### src/rtl/dcm_pkg.sv
package dcm_pkg;

  localparam int unsigned REG_AW = 3;

  typedef enum logic [REG_AW-1:0] {
    A_CTRL   = 3'd0,
    A_RELOAD = 3'd1,
    A_CMP_A  = 3'd2,
    A_CMP_B  = 3'd3,
    A_COUNT  = 3'd4
  } reg_addr_e;

  // bit0 run, bit1 high-compare enable, bit2 low-compare enable, bit3 zero enable
  typedef struct packed {
    logic ie_zero;
    logic ie_lo;
    logic ie_hi;
    logic run;
  } ctrl_t;

  localparam int unsigned CTRL_W = $bits(ctrl_t);

endpackage

### src/rtl/dcm_regs.sv
module dcm_regs
  import dcm_pkg::*;
#(
  parameter int unsigned W = 32
) (
  input  logic              clk,
  input  logic              rst_n,
  input  logic              wr_en,
  input  logic [REG_AW-1:0] wr_addr,
  input  logic [W-1:0]      wr_data,
  input  logic [REG_AW-1:0] rd_addr,
  input  logic [W-1:0]      count_i,
  output logic [W-1:0]      rd_data,
  output ctrl_t             ctrl_o,
  output logic [W-1:0]      reload_o,
  output logic [W-1:0]      cmp_a_o,
  output logic [W-1:0]      cmp_b_o,
  output logic              load_o
);

  localparam int unsigned PAD_W = W - CTRL_W;

  logic wr_ctrl, wr_reload, wr_cmp_a, wr_cmp_b;

  always_comb begin
    wr_ctrl   = wr_en && (wr_addr == A_CTRL);
    wr_reload = wr_en && (wr_addr == A_RELOAD);
    wr_cmp_a  = wr_en && (wr_addr == A_CMP_A);
    wr_cmp_b  = wr_en && (wr_addr == A_CMP_B);
  end

  // start pulse: run goes from 0 to 1
  assign load_o = wr_ctrl && wr_data[0] && !ctrl_o.run;

  always_ff @(posedge clk or negedge rst_n) begin
    if (!rst_n) begin
      ctrl_o   <= '0;
      reload_o <= '0;
      cmp_a_o  <= '0;
      cmp_b_o  <= '0;
    end else begin
      if (wr_ctrl)   ctrl_o   <= ctrl_t'(wr_data[CTRL_W-1:0]);
      if (wr_reload) reload_o <= wr_data;
      if (wr_cmp_a)  cmp_a_o  <= wr_data;
      if (wr_cmp_b)  cmp_b_o  <= wr_data;
    end
  end

  always_comb begin
    case (reg_addr_e'(rd_addr))
      A_CTRL:   rd_data = {{PAD_W{1'b0}}, ctrl_o};
      A_RELOAD: rd_data = reload_o;
      A_CMP_A:  rd_data = cmp_a_o;
      A_CMP_B:  rd_data = cmp_b_o;
      A_COUNT:  rd_data = count_i;
      default:  rd_data = '0;
    endcase
  end

  // a write to the count address touches no stored register
  p_count_ro_r10: assert property (@(posedge clk) disable iff (!rst_n)
    (wr_en && wr_addr == A_COUNT) |=> ($stable(reload_o) && $stable(cmp_a_o) &&
                                       $stable(cmp_b_o) && $stable(ctrl_o)));

endmodule

### src/rtl/dcm_core.sv
module dcm_core #(
  parameter int unsigned W = 32
) (
  input  logic         clk,
  input  logic         rst_n,
  input  logic         run,
  input  logic         tick,
  input  logic         load,
  input  logic [W-1:0] reload,
  input  logic [W-1:0] cmp_a,
  input  logic [W-1:0] cmp_b,
  output logic [W-1:0] count,
  output logic         evt_hi,
  output logic         evt_lo,
  output logic         evt_zero
);

  function automatic logic [W-1:0] f_hi(input logic [W-1:0] a, input logic [W-1:0] b);
    return (a > b) ? a : b;
  endfunction

  function automatic logic [W-1:0] f_lo(input logic [W-1:0] a, input logic [W-1:0] b);
    return (a > b) ? b : a;
  endfunction

  function automatic logic [W-1:0] f_dec(input logic [W-1:0] v);
    return v - {{(W-1){1'b0}}, 1'b1};
  endfunction

  logic [W-1:0] hi_val, lo_val, nxt;
  logic         step, dec, restart;

  always_comb begin
    hi_val   = f_hi(cmp_a, cmp_b);
    lo_val   = f_lo(cmp_a, cmp_b);
    nxt      = f_dec(count);
    step     = run && tick && !load;
    dec      = step && (count != '0);
    restart  = step && (count == '0) && (reload != '0);
    evt_hi   = dec && (nxt == hi_val);
    evt_lo   = dec && (nxt == lo_val) && (lo_val != hi_val);
    evt_zero = dec && (nxt == '0);
  end

  always_ff @(posedge clk or negedge rst_n) begin
    if (!rst_n)       count <= '0;
    else if (load)    count <= reload;
    else if (dec)     count <= nxt;
    else if (restart) count <= reload;
  end

  // a start always lands the start value
  p_load_r2: assert property (@(posedge clk) disable iff (!rst_n)
    load |=> count == $past(reload));

  // a tick while running lowers a nonzero count by one
  p_dec_r3: assert property (@(posedge clk) disable iff (!rst_n)
    (run && tick && !load && count != '0) |=> count == $past(count) - 1);

  // stopped means frozen
  p_hold_r3: assert property (@(posedge clk) disable iff (!rst_n)
    (!run && !load) |=> $stable(count));

  // the zero event only comes from a count of one
  p_zero_r6: assert property (@(posedge clk) disable iff (!rst_n)
    evt_zero |-> count == {{(W-1){1'b0}}, 1'b1});

  // with a zero start value the channel stays parked at zero
  p_park_r8: assert property (@(posedge clk) disable iff (!rst_n)
    (count == '0 && reload == '0 && !load) |=> count == '0);

  // the two compare events never coincide
  p_one_cmp_r5: assert property (@(posedge clk) disable iff (!rst_n)
    !(evt_hi && evt_lo));

endmodule

### src/rtl/dcm_irq.sv
module dcm_irq (
  input  logic clk,
  input  logic rst_n,
  input  logic evt_hi,
  input  logic evt_lo,
  input  logic evt_zero,
  input  logic ie_hi,
  input  logic ie_lo,
  input  logic ie_zero,
  output logic irq
);

  logic fire;

  assign fire = (evt_hi && ie_hi) || (evt_lo && ie_lo) || (evt_zero && ie_zero);

  always_ff @(posedge clk or negedge rst_n) begin
    if (!rst_n)    irq <= 1'b0;
    else if (fire) irq <= ~irq;
  end

  // one change per event cycle, however many events
  p_toggle_r7: assert property (@(posedge clk) disable iff (!rst_n)
    fire |=> irq != $past(irq));

  // no enabled event, no change
  p_quiet_r11: assert property (@(posedge clk) disable iff (!rst_n)
    !fire |=> $stable(irq));

endmodule

### src/rtl/dctimer_dual_match.sv
module dctimer_dual_match
  import dcm_pkg::*;
#(
  parameter int unsigned W = 32
) (
  input  logic              clk,
  input  logic              rst_n,
  input  logic              wr_en,
  input  logic [REG_AW-1:0] wr_addr,
  input  logic [W-1:0]      wr_data,
  input  logic [REG_AW-1:0] rd_addr,
  output logic [W-1:0]      rd_data,
  input  logic              tick,
  output logic              irq
);

  ctrl_t        ctrl;
  logic [W-1:0] reload, cmp_a, cmp_b, count;
  logic         load, evt_hi, evt_lo, evt_zero;

  dcm_regs #(.W(W)) u_regs (
    .clk      (clk),
    .rst_n    (rst_n),
    .wr_en    (wr_en),
    .wr_addr  (wr_addr),
    .wr_data  (wr_data),
    .rd_addr  (rd_addr),
    .count_i  (count),
    .rd_data  (rd_data),
    .ctrl_o   (ctrl),
    .reload_o (reload),
    .cmp_a_o  (cmp_a),
    .cmp_b_o  (cmp_b),
    .load_o   (load)
  );

  dcm_core #(.W(W)) u_core (
    .clk      (clk),
    .rst_n    (rst_n),
    .run      (ctrl.run),
    .tick     (tick),
    .load     (load),
    .reload   (reload),
    .cmp_a    (cmp_a),
    .cmp_b    (cmp_b),
    .count    (count),
    .evt_hi   (evt_hi),
    .evt_lo   (evt_lo),
    .evt_zero (evt_zero)
  );

  dcm_irq u_irq (
    .clk      (clk),
    .rst_n    (rst_n),
    .evt_hi   (evt_hi),
    .evt_lo   (evt_lo),
    .evt_zero (evt_zero),
    .ie_hi    (ctrl.ie_hi),
    .ie_lo    (ctrl.ie_lo),
    .ie_zero  (ctrl.ie_zero),
    .irq      (irq)
  );

  // interrupt line low right after reset
  p_rst_irq_r1: assert property (@(posedge clk)
    $rose(rst_n) |-> !irq);

endmodule

### config.mk
export PLATFORM = sky130hd
export DESIGN_NAME = dctimer_dual_match
export DESIGN_NICKNAME = d
export VERILOG_FILES = /design/src/rtl/dcm_pkg.sv /design/src/rtl/dcm_regs.sv /design/src/rtl/dcm_core.sv /design/src/rtl/dcm_irq.sv /design/src/rtl/dctimer_dual_match.sv
export SDC_FILE = /design/constraint.sdc
export NUM_CORES = 1
export LEC_CHECK = 0
export BUFFER_PORTS_ARGS = -buffer_cell sky130_fd_sc_hd__buf_4
export CAP_MARGIN = 15
export CORE_MARGIN = 2
export CORE_UTILIZATION = 30
export DETAILED_ROUTE_END_ITERATION = 16
export GPL_TIMING_DRIVEN = 0
export HOLD_SLACK_MARGIN = 0.1
export PLACE_DENSITY_LB_ADDON = 0.3
export SYNTH_ARGS = -nofsm -noshare
export SYNTH_HDL_FRONTEND = slang
export SYNTH_SLANG_ARGS = --single-unit
### constraint.sdc
create_clock -name clk -period 7.6 [get_ports clk]
set_input_delay 0 -clock clk [delete_from_list [all_inputs] [get_ports clk]]
set_output_delay 0 -clock clk [all_outputs]
set_load 0.02 [all_outputs]
# == Word-level counts from Yosys, hierarchy flattened ==
# Index checks and enable logic that the tools add are counted.
# totals
reg_bits,133
# classes
muxes,6
n_bitwise,1
n_lt_le_gt_ge,1
n_reduce_logical,29
n_eq_ne,10
add_sub_neg,1
# op_table
operator,n
32-bit two-way mux,5
32-bit case mux with 5 select lines,1
32-bit == test,2
32-bit logical NOT,2
32-bit nonzero test,2
32-bit greater-than comparator,1
32-bit != test,1
32-bit by 1-bit subtractor with 32-bit output (second input constant),1
1-bit logical AND,18
3-bit by 2-bit == test with 1-bit output (second input constant),4
3-bit by 1-bit == test with 1-bit output (second input constant),2
3-bit logical NOT,2
3-bit == test (second input constant),1
3-bit nonzero test,1
1-bit logical NOT,2
1-bit logical OR,2
1-bit inverter,1

# == Logic depth before layout (Yosys ltp) ==
# Gate-level depths: netlist of the first run.
# depth
ltp_word,12
depth_mapped,16

# == By module ==
# Synthesis of the first run repeated with hierarchy kept, for this count alone.
# hier_totals
cells_unflattened,1067
area_unflattened_um2,10122.2
# by_module_without_submodules
mod,cells_each,seq_area_each_um2,area_per_inst_um2,n_inst
dcm_core,725,800.8,5320.1,1
dcm_regs,339,2502.4,4758.3,1
dcm_irq,3,25.0,43.8,1

# == Worst setup path before layout of the first run ==
# OpenSTA, ideal clock, no wires.
# synth_timing
path_type,reg2reg
from,reg u_regs.cmp_a_o[27]
to,reg u_irq.irq
arrival_time_ns,3.499
path_slack_ns,3.979
path_stages_with_launch,16
setup_time_ns,0.122
synth_period_minus_slack_ns,3.621
path_cell_list,dfrtp_1 ha_1 a21o_1 a221o_1 nand2_1 o21ai_0 o31ai_2 buf_4 buf_2 mux2i_1 xnor2_1 a2111oi_0 nand4_1 o22ai_2 mux2i_1 nand2_1
# synth_between
elab_chain_cells,8
# synth_lines
element,line_no,rtl
from (decl),dcm_regs.sv:16,"output logic [W-1:0] cmp_a_o,"
from (signal assigned),dcm_regs.sv:44,if (wr_cmp_a) cmp_a_o <= wr_data;
32-bit greater-than comparator,"dcm_core.sv:19, dcm_core.sv:23",
32-bit two-way mux,dcm_core.sv:23,return (a > b) ? b : a;
32-bit == test,dcm_core.sv:41,evt_lo = dec && (nxt == lo_val) && (lo_val != hi_val);
1-bit logical AND (2 in series),dcm_core.sv:41,
1-bit logical AND,dcm_irq.sv:15,assign fire = (evt_hi && ie_hi) || (evt_lo && ie_lo) || (evt_zero && ie_zero);
1-bit logical OR * (2 in series),dcm_irq.sv:15,
to (signal assigned),dcm_irq.sv:19,else if (fire) irq <= ~irq;
to (decl),dcm_irq.sv:10,output logic irq
# Every way passes the cells marked *; elsewhere a longest branch is shown, timed or not.
# A chain may end at the register's enable or synchronous reset.

# == Final worst setup path of the first run ==
# layout_timing
from,reg u_regs.cmp_b_o[31]
to,reg u_irq.irq
# layout_between
elab_chain_cells,8
# layout_lines
element,line_no,rtl
from (decl),dcm_regs.sv:17,"output logic [W-1:0] cmp_b_o,"
from (signal assigned),dcm_regs.sv:45,if (wr_cmp_b) cmp_b_o <= wr_data;
32-bit greater-than comparator,"dcm_core.sv:19, dcm_core.sv:23",
32-bit two-way mux,dcm_core.sv:23,
32-bit == test,dcm_core.sv:41,
1-bit logical AND (2 in series),dcm_core.sv:41,
1-bit logical AND,dcm_irq.sv:15,
1-bit logical OR * (2 in series),dcm_irq.sv:15,
# Marked as above.

==> out/summary.md, run 1 <==
The total net switching power was 1680 uW. The repair_antennas step left the layout with diodes totalling 0. After floorplanning, the core was sized to cover 30300 um2. For the combinational share of power, the log shows 0.465.

The tree is rooted in a clkbuf_16. During synthesis, Yosys emitted a total of 0 warnings. The final layout contains 1083 nets. The tightest hold path in the finished design has a slack of 0.160 ns. The most critical setup path has its startpoint at u_regs.cmp_b_o[31]. The tools report the sequential cell area fraction in the yosys report as 0.362. In the final routed layout, each cell accounts on average for 22.7 um. The post-detailed-placement half-perimeter wirelength is 24.1 mm, and the clock insertion delay at the later pin of the skew report is 0.43 ns. The worst path setup slack after routing was 2.50 ns; the starting DRC count in detailed routing was 590. The run gives 7835 as the via count of the first global-routing pass.

TritonCTS created 17 clock buffers. By instance count, the leading cell after synthesis is dfrtp_1. Summed over all cells, the static leakage comes to 0.00494 uW. Synthesis instantiated 62 different standard cells from the library. The commonest cells after synthesis are dfrtp_1 (133), mux2_2 (116), mux2i_1 (78). The total of max-cap violations came out at 0.

The primary flip-flop cell chosen by synthesis mapping was dfrtp_1. The top cell type's share of synthesized area works out to 0.362. The worst-case headroom to the max-slew limit is 0.276. The run gives 0 as the max-slew violation total from the final report. TritonCTS built the clock tree. Pin placement for this block handled 75 I/O pins. For the number of failing hold endpoints at the final stage, the log shows 0. The routed design could run at a clock period as short as 5.10 ns.

For the remaining antenna violation count, the log shows 0. Relative to the synthesized area, the layout overhead comes to 22.8%. In the post-synthesis netlist, the biggest area contributors are dfrtp_1 (36%), mux2_2 (14%), mux2i_1 (8.5%). The fraction of registers with async set/reset was 1.00. The initial cell density of the core came out at 0.303. The fmax is 196 MHz, and the maximum resistive drop on vdd is 0.175 mV.

Hold repair after CTS inserted 38 buffers. The largest total area in the synthesized netlist belongs to dfrtp_1. The floorplan step set the die height to 179 um.

Setup violations remaining at the end of the flow were counted as 0. The die width came out at 179 um. For this run the aggregate overflow at the end of global routing stands at 0. Total power for the finished layout comes to 3980 uW.

Setup slack after placement: 2.81 ns. For this design the ratio of total power to cell area is 353 nW/um2. The worst setup path is of the flip-flop to flip-flop kind. Type of origin of the critical path: a flip-flop. The number of antenna violations at the first check in global routing came out at 0.

Clock-pin slew was measured on the worst setup and hold paths at 0.06 ns. The setup skew after layout was 0.0101 ns; the wire length after detailed routing was 32.1 mm. Before antenna repair, the detailed router went through 5 iterations. The worst endpoint required time was 7.92 ns. Synthesis produced 876 cells.

For the number of sinks driven by the clock tree, the log shows 133. The number of vias per cell was 5.43. The endpoint type of the worst setup path was a flip-flop.

The post-synthesis register bit count was 133; the portion of total power attributed to the clock network was 0.226. The min-delay analysis places its worst path in the category input pin to flip-flop. For the worst reg-to-reg setup slack, the log shows 2.50 ns. In this run, post-CTS repair resized a total of 0 instances.

After routing, the total negative slack on setup checks comes to 0 ns. The tools report the pin count of the biggest net entering global routing as 84. For the overall fraction of global-route tracks in use, the log shows 0.207. The ratio of final minimum period to clock period works out to 0.671. In this run the worst path has a maximum fanout of 10. CTS built an H-tree with a depth of 4. Internal power comes to 2300 uW. The count of flip-flops with a built-in enable after synthesis is 0, and the slew of the pin with the lowest slew margin is 1.08 ns. The routed layout has 7685 vias. The first-pass GRT wire length was 48.8 mm.

Power share of the sequential group: 0.309. Setup repair after global routing left no endpoint under its margin. The share of post-route cells with drive strength above 1 was 0.240; the die footprint was 32000 um2. When the netlist entered floorplanning its net count stood at 953.

Critical path arrival: 5.42 ns. The run gives 0 as the number of remaining DRC errors. The proportion of total power due to net switching was 0.422. The count of buffers from port buffering works out to 71. The flow ran to the end, and the final reports show no timing, DRC or antenna violations. The run gives 0 as the total setup buffers inserted after CTS.

The worst hold path begins at tick. No sink is reached through more buffers than the 2 on the longest clock path. Routability-driven placement finished with a final weighted congestion of 0.992. Row generation in the floorplan step produced 64 rows. In this run the critical register-to-register path is launched from u_regs.cmp_b_o[31].

Summing every instance area after synthesis gives 9180 um2. A synthesized cell averages 10.5 um2.
-- logic make-up (layout without fill, tap and decap cells) --
group	Yosys count	count (layout)	synth area share
AO/OA/AOI/OAI	139	139	0.111
XOR/XNOR	92	92	0.0898
adder cells (fa/ha/maj)	35	35	0.0477
buffers and inverters	88	231	0.0432
flip-flops	133	133	0.362
multiplexers	195	195	0.230
AND/OR/NAND/NOR	194	194	0.116
-- power by group through the flow --
stage               clock, uW  sequential, uW  combinational, uW
global placement            0            1220               1780
floorplan                   0            1100               1320
finish                    902            1230               1850
global route              947            1260               1990
detailed placement          0            1230               1800
CTS                       911            1220               1830
-- critical path: stages (launching register included) --
cell and delay, ns:
dfrtp_1 0.43, inv_1 0.07, ha_1 0.32, a21oi_1 0.17, nand2_1 0.20, a211oi_1 0.32
o311ai_0 0.33, o31ai_2 0.60, buf_4 0.36, buf_2 0.42, mux2i_1 0.27, xor2_1 0.09
nor4_1 0.68, nand4_1 0.23, o22ai_2 0.22, mux2i_1 0.20, nand2_1 0.07
-- placed cells by master, fill, tap and decap left out, types with 17 or more instances in the layout --
master / instances
a21oi_1: 21
a221o_1: 28
a22o_1: 28
buf_4: 72
clkbuf_1: 33
clkbuf_16: 17
dfrtp_1: 133
dlygate4sd3_1: 38
ha_1: 35
inv_1: 40
mux2_2: 116
mux2i_1: 78
nand2_1: 47
nand4_1: 17
nor2_1: 31
nor4_1: 29
o21ai_0: 34
xnor2_1: 45
xor2_1: 46
-- path summary, 6_finish.rpt --
check	end	cells after the start
min in group asynchronous	u_regs.cmp_a_o[24]	3
setup / recovery	u_irq.irq	16
max in group asynchronous	u_regs.reload_o[25]	4
hold / removal	u_core.count[23]	4
hold reg to reg	u_regs.reload_o[26]	1
setup reg to reg	u_irq.irq	16
-- state kept, by name (all words and copies together), names as in the netlist --
signal           cells
u_core.count        32
u_irq.irq            1
u_regs.cmp_a_o      32
u_regs.cmp_b_o      32
u_regs.ctrl_o        4
u_regs.reload_o     32
-- through the flow --
stage | cell area, um2 | util | std cells
floorplan | 9180 | - | 876
global placement | 10200 | 0.336 | 1343
detailed placement | 10300 | 0.338 | 1345
CTS | 11300 | 0.371 | 1415
global route | 11300 | 0.371 | 1415
finish | 11300 | 0.371 | 1415
-- routing by layer --
metal | up-vias | part of all wire | track usage | wire [um]
met5 | - | 0 | 0 | 0
met2 | 280 | 0.44 | 0.317 | 14200
met3 | 62 | 0.073 | 0.0481 | 2350
li1 | 3504 | - | - | -
met4 | 0 | 0.034 | 0.0843 | 1090
met1 | 3839 | 0.45 | 0.280 | 14500
-- layout make-up --
class | count | area [um2]
Clock inverter | 9 | 148
Inverter | 40 | 150
Tap cell | 396 | 495
Fill cell | 3041 | 19100
Clock buffer | 23 | 488
Sequential cell | 133 | 3330
Timing Repair Buffer | 111 | 956
Buffer | 48 | 246
Multi-Input combinational cell | 655 | 5460
Power figures use the tool's default switching activity.
==> run 2, diff against run 1 <==
Clock period 7.6 ns to 4.35 ns, I/O delays scaled along.
==> out/summary.md, run 2 (synthesis results as in run 1) <==
The flow ran to the end, and the final reports show no timing, DRC or antenna violations. The ratio of final minimum period to clock period is 0.980 (+0.309), and the combined area of the multi-input logic cells is 5510 um2 (+0.80%). The cell family contributing the most delay on the critical path is simple AND/OR/NAND/NOR gates. The tools report the final setup violation count as 0 (unchanged). The number of vias per cell works out to 5.44 (+0.12%). The run gives 32000 um2 (unchanged) as the die footprint. The power per cell area is 620 nW/um2 (+76%). The number of buffers created by CTS is 17 (unchanged).

The clock insertion delay at the later pin of the skew report was 0.43 ns (about the same); the wire length after detailed routing was 32.0 mm (-0.13%). The CTS clock-pin slew for the worst setup and hold paths works out to 0.06 ns (about the same). The area growth from synthesis to layout is 23.5%. The slew of the pin with the lowest slew margin works out to 0.909 ns (-0.169 ns). The critical path arrival is 4.58 ns (-0.84 ns), and the detailed-router iteration count before antenna repair is 5 (unchanged). The worst-case headroom to the max-slew limit is 0.394 (+0.118), and the maximum resistive drop on vdd is 0.312 mV (+78%). The share of post-route cells with drive strength above 1 is 0.248 (+0.00736). The type of origin of the critical path was a flip-flop. The logs give 0.00496 uW (+0.41%) for the leakage power and 0.167 ns (+0.00617 ns) for the worst hold slack after final layout.

The overall power is 7040 uW (+77%), and the die outline height is 179 um (unchanged). Walking the worst path, the cells encountered are inv_1 > ha_1 > nand4_1 > nor4_2 > nand2b_1 > a211oi_1 > o31ai_2 > buf_4 > buf_4 > mux2i_1 > xnor2_1 > nand4_1 > or4_1 > o22ai_2 > mux2i_1 > nand2_1. For the register cell area after layout, the log shows 3330 um2 (unchanged). The clock tree root buffer cell was clkbuf_16. The run gives 133 (unchanged) as the number of sinks driven by the clock tree. The critical path's slowest cell is or4_1.

For the total of max-cap violations, the log shows 0 (unchanged). Most common cell after layout, fill and taps aside: dfrtp_1. The met3 layer wire length in the routed design came out at 2.26 mm (-3.6%). The deepest level of the CTS H-tree was 4 (unchanged). Number of buffers and inverters on the critical path: 3 (unchanged). The logs give 7855 (+0.26%) for the via count of the first global-routing pass and 0 (unchanged) for the number of failing hold endpoints at the final stage. The final non-filler cell total is 1417 (+0.14%), and the average wire per cell in the routed design is 22.6 um (-0.27%). The time the final worst path needs with I/O delays and setup was 4.26 ns (-0.837 ns); the placeable core region was 30300 um2 (unchanged). The tools report the final net count as 1085 (+0.18%).

TritonCTS built the clock tree. Total number of vias: 7705 (+0.26%). The remaining antenna violation count came out at 0 (unchanged). Setup repair after global routing left no endpoint under its margin. The logs give 84 (unchanged) for the pin count of the biggest net entering global routing and 0 (unchanged) for the count of antenna diodes in the layout. Worst reg-to-reg setup slack: 0.09 ns (-2.41 ns). The run gives 4.67 ns (-3.25 ns) as the worst endpoint required time.

By startpoint and endpoint, the worst setup path is classified as flip-flop to flip-flop. The die width is 179 um (unchanged), and the maximum net fanout on the critical path is 10 (unchanged). The first-pass GRT wire length was 48.8 mm (about the same). The logs give 24.1 mm (unchanged) for the post-detailed-placement half-perimeter wirelength and 1345 (unchanged) for the cell count after placement. The fmax was 235 MHz (+20%); the routed metal-1 wire length was 14.5 mm (+0.29%).

The overall fraction of global-route tracks in use was 0.207 (-0.000362); the max-slew violation total from the final report was 0 (unchanged). For the amount of wire on met2 after detailed routing, the log shows 14.2 mm (+0.22%). The logs give 0 (unchanged) for the number of remaining DRC errors and 2 (unchanged) for the number of buffers between clock root and the deepest sink. Leaving out fill and tap cells, the most frequent cells in the layout are dfrtp_1 (133), mux2_2 (116), mux2i_1 (78), buf_4 (76), nand2_1 (47). The routability-driven placement congestion ratio was 0.992 (unchanged). The top layer used by detailed routing was met4. The number of antenna violations at the first check in global routing came out at 0 (unchanged).

The worst setup path is captured at a flip-flop. The setup skew after layout is 0.0105 ns (+0.000481 ns), and the largest stage delay on the critical path is 0.57 ns (-0.11 ns). The kind of path behind the tightest hold check is input pin to flip-flop. The count of buffers from port buffering came out at 71 (unchanged).

The logs give 0.374 (+0.00231) for the core occupancy in the finished layout and 0 (unchanged) for the total congestion overflow. The run gives 0.303 (unchanged) as the initial cell density of the core. The fill cell total of the finished layout came out at 3038 (-0.099%). The tools report the starting DRC count in detailed routing as 626 (+6.1%).

Top-level port count: 75 (unchanged). For the standard-cell row count, the log shows 64 (unchanged).
run 2: final cells by class:
| type | count | area share |
|---|---|---|
| flip-flops and latches | 133 | 0.293 |
| inverters | 40 | 0.0132 |
| plain buffers | 48 | 0.0227 |
| clock inverters | 9 | 0.0130 |
| clock buffers | 23 | 0.0430 |
| repair buffers | 113 | 0.0856 |
| well taps | 396 | 0.0437 |
| multi-input cells | 655 | 0.485 |
run 2: repair_timing:
item,in CTS,in global routing
setup endpoints to repair,1,8
hold buffers,38,0
setup buffers,2,0
gates resized for setup,5,9
endpoints found under the hold margin,233,0
pin swaps,1,0
run 2: worst register-to-register path, cell delays in order, from the launching register on:
cell and delay [ns]:
dfrtp_1 0.44, inv_1 0.12, ha_1 0.33, nand4_1 0.22, nor4_2 0.40, nand2b_1 0.18, a211oi_1 0.35, o31ai_2 0.11
buf_4 0.17, buf_4 0.21, mux2i_1 0.16, xnor2_1 0.31, nand4_1 0.19, or4_1 0.57, o22ai_2 0.13, mux2i_1 0.20
nand2_1 0.07
run 2: layer usage:
metal	vias to the layer above	track usage
li1	3498	-
met1	3877	0.282
met2	272	0.316
met3	58	0.0439
met4	0	0.0874
met5	-	0
run 2: report_power, final:
part	total, uW	switching (uW)	internal, uW
Combinational	3310	1850	1470
Clock	1570	556	1020
Sequential	2150	570	1580
Total	7040	2970	4070
run 2: worst paths after layout:
check | startpoint | end | cells past startpoint
worst max-delay path | u_regs.cmp_b_o[15] | u_irq.irq | 16
worst min-delay path | tick | u_core.count[23] | 4
worst max register to register | u_regs.cmp_b_o[15] | u_irq.irq | 16
worst min register to register | u_regs.reload_o[22] | u_regs.reload_o[22] | 1
max in group asynchronous | rst_n | u_regs.reload_o[25] | 4
min in group asynchronous | rst_n | u_regs.cmp_a_o[24] | 3
run 2: metrics by stage:
| step | area, um2 | setup slack, ns | TNS, ns |
|---|---|---|---|
| 2_1_floorplan | 9180 | 0.729 | 0 |
| 3_3_place_gp | 10200 | -0.429 | -0.429 |
| 3_5_place_dp | 10300 | -0.444 | -0.444 |
| 4_1_cts | 11300 | 0.0132 | 0 |
| 5_1_grt | 11300 | 0.000856 | 0 |
| 6_report | 11300 | 0.0864 | 0 |
